==> config.mk <==
export PLATFORM = sky130hd
export DESIGN_NAME = gpio_edge_ctrl
export DESIGN_NICKNAME = d
export VERILOG_FILES = /design/src/rtl/gpio_ctrl_pkg.sv /design/src/rtl/gpio_sync.sv /design/src/rtl/gpio_regs.sv /design/src/rtl/gpio_edge.sv /design/src/rtl/gpio_irq.sv /design/src/rtl/gpio_edge_ctrl.sv
export SDC_FILE = /design/constraint.sdc
export NUM_CORES = 1
export LEC_CHECK = 0
export ABC_AREA = 1
export CAP_MARGIN = 20
export CORE_MARGIN = 4
export CORE_UTILIZATION = 28
export DETAILED_ROUTE_END_ITERATION = 7
export DONT_BUFFER_PORTS = 1
export PLACE_DENSITY = 0.46
export SLEW_MARGIN = 25
export SYNTH_ARGS = -nofsm -noshare
export SYNTH_HDL_FRONTEND = slang
export SYNTH_SLANG_ARGS = --single-unit
export TNS_END_PERCENT = 100
==> constraint.sdc <==
create_clock -name clk_i -period 2.8 [get_ports clk_i]
set_input_delay 0.28 -clock clk_i [delete_from_list [all_inputs] [get_ports clk_i]]
set_output_delay 0.28 -clock clk_i [all_outputs]
set_load 0.01 [all_outputs]
==> src/rtl/gpio_ctrl_pkg.sv <==
package gpio_ctrl_pkg;
  localparam int NPIN = 28;
  localparam int NDED = 11;
  localparam int DW   = 32;

  typedef enum logic [2:0] {
    RG_LEVEL = 3'd0,
    RG_DIR   = 3'd1,
    RG_SET   = 3'd2,
    RG_CLR   = 3'd3,
    RG_RISE  = 3'd4,
    RG_FALL  = 3'd5,
    RG_STAT  = 3'd6,
    RG_ALT   = 3'd7
  } reg_sel_e;
endpackage

==> src/rtl/gpio_sync.sv <==
module gpio_sync #(
  parameter int W = 28
) (
  input  logic         clk_i,
  input  logic         rst_ni,
  input  logic [W-1:0] d_i,
  output logic [W-1:0] q_o
);
  logic [W-1:0] s1_q, s2_q;

  always_ff @(posedge clk_i or negedge rst_ni) begin
    if (!rst_ni) begin
      s1_q <= '0;
      s2_q <= '0;
    end else begin
      s1_q <= d_i;
      s2_q <= s1_q;
    end
  end

  assign q_o = s2_q;
endmodule

==> src/rtl/gpio_regs.sv <==
module gpio_regs
  import gpio_ctrl_pkg::*;
#(
  parameter int NP = 28
) (
  input  logic          clk_i,
  input  logic          rst_ni,
  input  logic          wr_i,
  input  reg_sel_e      sel_i,
  input  logic [NP-1:0] wdata_i,
  output logic [NP-1:0] dir_o,
  output logic [NP-1:0] out_o,
  output logic [NP-1:0] rise_o,
  output logic [NP-1:0] fall_o,
  output logic [NP-1:0] alt_o
);
  logic [NP-1:0] dir_q, out_q, rise_q, fall_q, alt_q;

  always_ff @(posedge clk_i or negedge rst_ni) begin
    if (!rst_ni) begin
      dir_q  <= '0;
      out_q  <= '0;
      rise_q <= '0;
      fall_q <= '0;
      alt_q  <= '0;
    end else if (wr_i) begin
      unique case (sel_i)
        RG_DIR:  dir_q  <= wdata_i;
        RG_SET:  out_q  <= out_q | wdata_i;
        RG_CLR:  out_q  <= out_q & ~wdata_i;
        RG_RISE: rise_q <= wdata_i;
        RG_FALL: fall_q <= wdata_i;
        RG_ALT:  alt_q  <= wdata_i;
        default: ;
      endcase
    end
  end

  assign dir_o  = dir_q;
  assign out_o  = out_q;
  assign rise_o = rise_q;
  assign fall_o = fall_q;
  assign alt_o  = alt_q;

  assert_set_R3: assert property (@(posedge clk_i) disable iff (!rst_ni)
    (wr_i && sel_i == RG_SET) |=>
      ((out_q & $past(wdata_i)) == $past(wdata_i)) &&
      ((out_q & ~$past(wdata_i)) == ($past(out_q) & ~$past(wdata_i))));

  assert_clr_R4: assert property (@(posedge clk_i) disable iff (!rst_ni)
    (wr_i && sel_i == RG_CLR) |=>
      ((out_q & $past(wdata_i)) == '0) &&
      ((out_q & ~$past(wdata_i)) == ($past(out_q) & ~$past(wdata_i))));

  assert_dir_hold_R2: assert property (@(posedge clk_i) disable iff (!rst_ni)
    !(wr_i && sel_i == RG_DIR) |=> $stable(dir_q));
endmodule

==> src/rtl/gpio_edge.sv <==
module gpio_edge #(
  parameter int NP = 28
) (
  input  logic          clk_i,
  input  logic          rst_ni,
  input  logic [NP-1:0] level_i,
  input  logic [NP-1:0] rise_en_i,
  input  logic [NP-1:0] fall_en_i,
  input  logic [NP-1:0] clr_i,
  output logic [NP-1:0] status_o
);
  logic [NP-1:0] prev_q, status_q, hit;

  assign hit = (rise_en_i & level_i & ~prev_q) | (fall_en_i & ~level_i & prev_q);

  always_ff @(posedge clk_i or negedge rst_ni) begin
    if (!rst_ni) begin
      prev_q   <= '0;
      status_q <= '0;
    end else begin
      prev_q   <= level_i;
      // a fresh edge beats a simultaneous clear
      status_q <= (status_q & ~clr_i) | hit;
    end
  end

  assign status_o = status_q;

  assert_edge_src_R6: assert property (@(posedge clk_i) disable iff (!rst_ni)
    ((status_q & ~$past(status_q) & ~$past(hit)) == '0));

  assert_collide_R10: assert property (@(posedge clk_i) disable iff (!rst_ni)
    ((hit & clr_i) != '0) |=> ((status_q & $past(hit & clr_i)) == $past(hit & clr_i)));

  assert_w1c_R9: assert property (@(posedge clk_i) disable iff (!rst_ni)
    ((clr_i & ~hit) != '0) |=> ((status_q & $past(clr_i & ~hit)) == '0));
endmodule

==> src/rtl/gpio_irq.sv <==
module gpio_irq #(
  parameter int NP = 28,
  parameter int ND = 11
) (
  input  logic [NP-1:0] status_i,
  output logic [ND-1:0] irq_pin_o,
  output logic          irq_shared_o
);
  for (genvar n = 0; n < ND; n++) begin : g_ded
    assign irq_pin_o[n] = status_i[n];
  end

  assign irq_shared_o = |status_i[NP-1:ND];
endmodule

==> src/rtl/gpio_edge_ctrl.sv <==
module gpio_edge_ctrl
  import gpio_ctrl_pkg::*;
#(
  parameter int NP = NPIN,
  parameter int ND = NDED,
  parameter int BW = DW
) (
  input  logic          clk_i,
  input  logic          rst_ni,
  input  logic          req_i,
  input  logic          we_i,
  input  logic [2:0]    addr_i,
  input  logic [BW-1:0] wdata_i,
  output logic [BW-1:0] rdata_o,
  input  logic [NP-1:0] pin_in_i,
  output logic [NP-1:0] pin_out_o,
  output logic [NP-1:0] pin_oe_o,
  output logic [ND-1:0] irq_pin_o,
  output logic          irq_shared_o
);
  localparam int PADW = BW - NP;

  reg_sel_e      sel;
  logic          wr;
  logic [NP-1:0] wd, level, dir, outl, rise, fall, alt, status, clr;
  logic [NP-1:0] rd;
  logic          unused_hi;

  assign sel       = reg_sel_e'(addr_i);
  assign wr        = req_i & we_i;
  assign wd        = wdata_i[NP-1:0];
  assign unused_hi = ^wdata_i[BW-1:NP];
  assign clr       = (wr && sel == RG_STAT) ? wd : '0;

  gpio_sync #(.W(NP)) u_sync (
    .clk_i (clk_i),
    .rst_ni(rst_ni),
    .d_i   (pin_in_i),
    .q_o   (level)
  );

  gpio_regs #(.NP(NP)) u_regs (
    .clk_i  (clk_i),
    .rst_ni (rst_ni),
    .wr_i   (wr),
    .sel_i  (sel),
    .wdata_i(wd),
    .dir_o  (dir),
    .out_o  (outl),
    .rise_o (rise),
    .fall_o (fall),
    .alt_o  (alt)
  );

  gpio_edge #(.NP(NP)) u_edge (
    .clk_i    (clk_i),
    .rst_ni   (rst_ni),
    .level_i  (level),
    .rise_en_i(rise),
    .fall_en_i(fall),
    .clr_i    (clr),
    .status_o (status)
  );

  gpio_irq #(.NP(NP), .ND(ND)) u_irq (
    .status_i    (status),
    .irq_pin_o   (irq_pin_o),
    .irq_shared_o(irq_shared_o)
  );

  always_comb begin
    unique case (sel)
      RG_LEVEL: rd = level;
      RG_DIR:   rd = dir;
      RG_RISE:  rd = rise;
      RG_FALL:  rd = fall;
      RG_STAT:  rd = status;
      RG_ALT:   rd = alt;
      default:  rd = '0;
    endcase
  end

  assign rdata_o   = {{PADW{1'b0}}, rd};
  assign pin_out_o = outl;
  assign pin_oe_o  = dir;

  assert_level_sync_R5: assert property (@(posedge clk_i) disable iff (!rst_ni)
    $stable(pin_in_i) |=> ##1 (level == $past(pin_in_i, 2)));
endmodule

==> flow_summary_export.csv <==
group,metric,value,unit
status,outcome,"finished, violations left",
status,violations,"negative hold slack",
synth,syn_area_per_cell,8.59,um2
cells_and_area,final_common_cell,"nand2_1",
power_and_ir_drop,ir_drop,0.416,mV
timing,fmax,501,MHz
detailed_routing,drc_errors,0,
floorplan,ios,167,
setup_path,cpPeakStageDelay,430,ps
setup_path,r2r-start,"u_sync.q_o[12]",
setup_path,cp.required,2520,ps
floorplan,die_area,42300,um2
cells_and_area,fillers,3992,
placement,dp.cells,1722,
detailed_routing,drtIter0Drc,586,
timing,clock_skew,13.3,ps
floorplan,dieHeight,206,um
setup_path,path_common_cell,"nor2_1",
grt,grt_max_degree,253,
placement,dp_hpwl,20.2,mm
timing,min_period,2000,ps
grt,gr-total-overflow,0,
setup_path,cp_cell_sequence,"inv_2 > buf_4 > nand3_1 > nor2_1 > nor2_1 > nand2_1",
detailed_routing,vias,8532,
clocking,cts.clk_slew.worst_paths,60,ps
clocking,cts-root-buf,"clkbuf_16",
synth,syn_area,10900,um2
synth,yosysSeqAreaShare,0.576,
detailed_routing,wl_per_cell,19.0,um
synth,synth_cells,1274,
floorplan,row_count,72,
hold_path,hold_class,"in -> async",
clocking,clock_latency,570,ps
power_and_ir_drop,report.power.total,9.46,mW
run,cap_viol_max_count,0,
timing,setup_viol_count_final,0,
setup_path,worst_setup_path_start_kind,"input port",
clocking,cts_hold_buf,56,
timing,final-hold-violation-count,252,
timing,rsz0062_at_grt,"no",
clocking,cts.htree.levels,1,
synth,synth_seq_cells,252,
floorplan,coreArea,38600,um2
clocking,cts_buffers,29,
cells_and_area,fin_nets,1358,
clocking,cts_buffer_depth,3,
floorplan,die_w,206,um
grt,grt_pass1_vias,8504,
timing,setup_ws,805,ps
grt,antenna_found_initial,3,
floorplan,start_util,0.283,
setup_path,end_kind,"primary output",
grt,gr-usage-all-layers,0.164,
setup_path,critPathLaunch,"addr_i[1]",
placement,gp_congestion,0.731,
cells_and_area,ff_latch_area,6310,um2
timing,holdWs,-587,ps
cells_and_area,stdcell_count,1829,
detailed_routing,ant_nets,0,
detailed_routing,drt_pass1_iterations,5,
timing,tns,0,ps
setup_path,path_class,"in -> out",
cells_and_area,syn_to_final_growth,16.9,%
setup_path,cp_max_fo,60,
clocking,cts.sinks,252,
placement,io_buffers,0,
cells_and_area,drive_gt1_frac,0.0688,
clocking,cts_tree,"yes",
setup_path,slowest_stage,"buf_4",
cells_and_area,multiInputGateArea,3840,um2
power_and_ir_drop,p_per_area,740,nW/um2
timing,maxSlewHeadroom,0.310,
placement,place_ws,799,ps
setup_path,cp.arrival,1720,ps
timing,worst_pin_slew,1030,ps
timing,fin_crit_sh,0.713,
cells_and_area,most-common-layout-cells,"nand2_1, dfrtp_1, nor2_1, nand3_1, inv_1",
timing,drv_slew,0,
detailed_routing,viasPerCell,4.66,
power_and_ir_drop,p_leak,5.95,nW
synth,synth.distinct_cells,24,
detailed_routing,wl,34.8,mm
grt,grt_pass1_wl,53.6,mm
cells_and_area,final_util,0.331,
synth,yosysWarningCount,0,
stage by stage:
stage,hold WS [ps],instance area [um2]
after global routing,-628,12800
after floorplan,-15.6,11000
after detailed placement,-5.08,11300
after CTS,-632,12800
after global placement,-7.52,11300
final,-587,12800
cells in the mapped netlist, drive strengths merged:
cell | instances | area share
nand3 | 90 | 0.042
inv | 89 | 0.031
o21ai | 112 | 0.057
buf | 71 | 0.040
conb | 1 | 0.00034
clkbuf | 19 | 0.0065
or2 | 1 | 0.00057
dfrtp | 252 | 0.58
nor3 | 1 | 0.00046
nand2 | 366 | 0.13
a21oi | 56 | 0.026
nand4 | 81 | 0.046
nor2 | 135 | 0.047
cell families (layout without fill, tap and decap cells):
group | after synthesis | count (layout) | share of synthesized area
simple gates | 674 | 674 | 0.263
flops | 252 | 252 | 0.576
buf+inv | 179 | 211 | 0.0775
compound gates | 168 | 168 | 0.0830
other cells | 1 | 6 | 0.000343
area by class of cell:
| cell class | count | area share |
|---|---|---|
| antenna | 2 | 0.000391 |
| clock buffer | 44 | 0.0650 |
| clock inverter | 5 | 0.00704 |
| inverter | 89 | 0.0261 |
| multi-input combinational | 846 | 0.300 |
| sequential | 252 | 0.493 |
| tap | 518 | 0.0507 |
| timing repair buffer | 73 | 0.0577 |
path summary, 6_finish.rpt:
| kind | end | slack [ps] | cells after the start |
|---|---|---|---|
| setup reg to reg | u_edge.status_o[12] | 1940 | 4 |
| hold / removal | u_sync.q_o[6] | -590 | 0 |
| min in group clk_i | u_regs.alt_o[25] | 120 | 4 |
| max in group asynchronous | u_edge.status_o[5] | 2530 | 0 |
| hold reg to reg | u_sync.q_o[17] | 350 | 0 |
| setup / recovery | rdata_o[16] | 800 | 6 |
timing repair:
action                                 in CTS  in global routing
buffers inserted                            0                  0
gates resized for setup                     0                  0
endpoints found under the hold margin     448                252
power breakdown:
group | switching [mW] | internal, mW
registers | 0.490 | 4.19
logic | 0.609 | 0.410
clock network | 1.55 | 2.22
per-layer routing:
metal  vias up  GRT usage  part of all wire
met2       221      0.263              0.46
met5         -          0                 0
met3        37     0.0340             0.057
met1      4116      0.234              0.47
met4         0     0.0280             0.015
li1       4158          -                 -
worst max-delay path: cells and delay by family:
| family | cells | cell delay, ps |
|---|---|---|
| AND/OR/NAND/NOR | 4 | 690 |
| buffers and inverters | 2 | 710 |
Power figures use the tool's default switching activity.
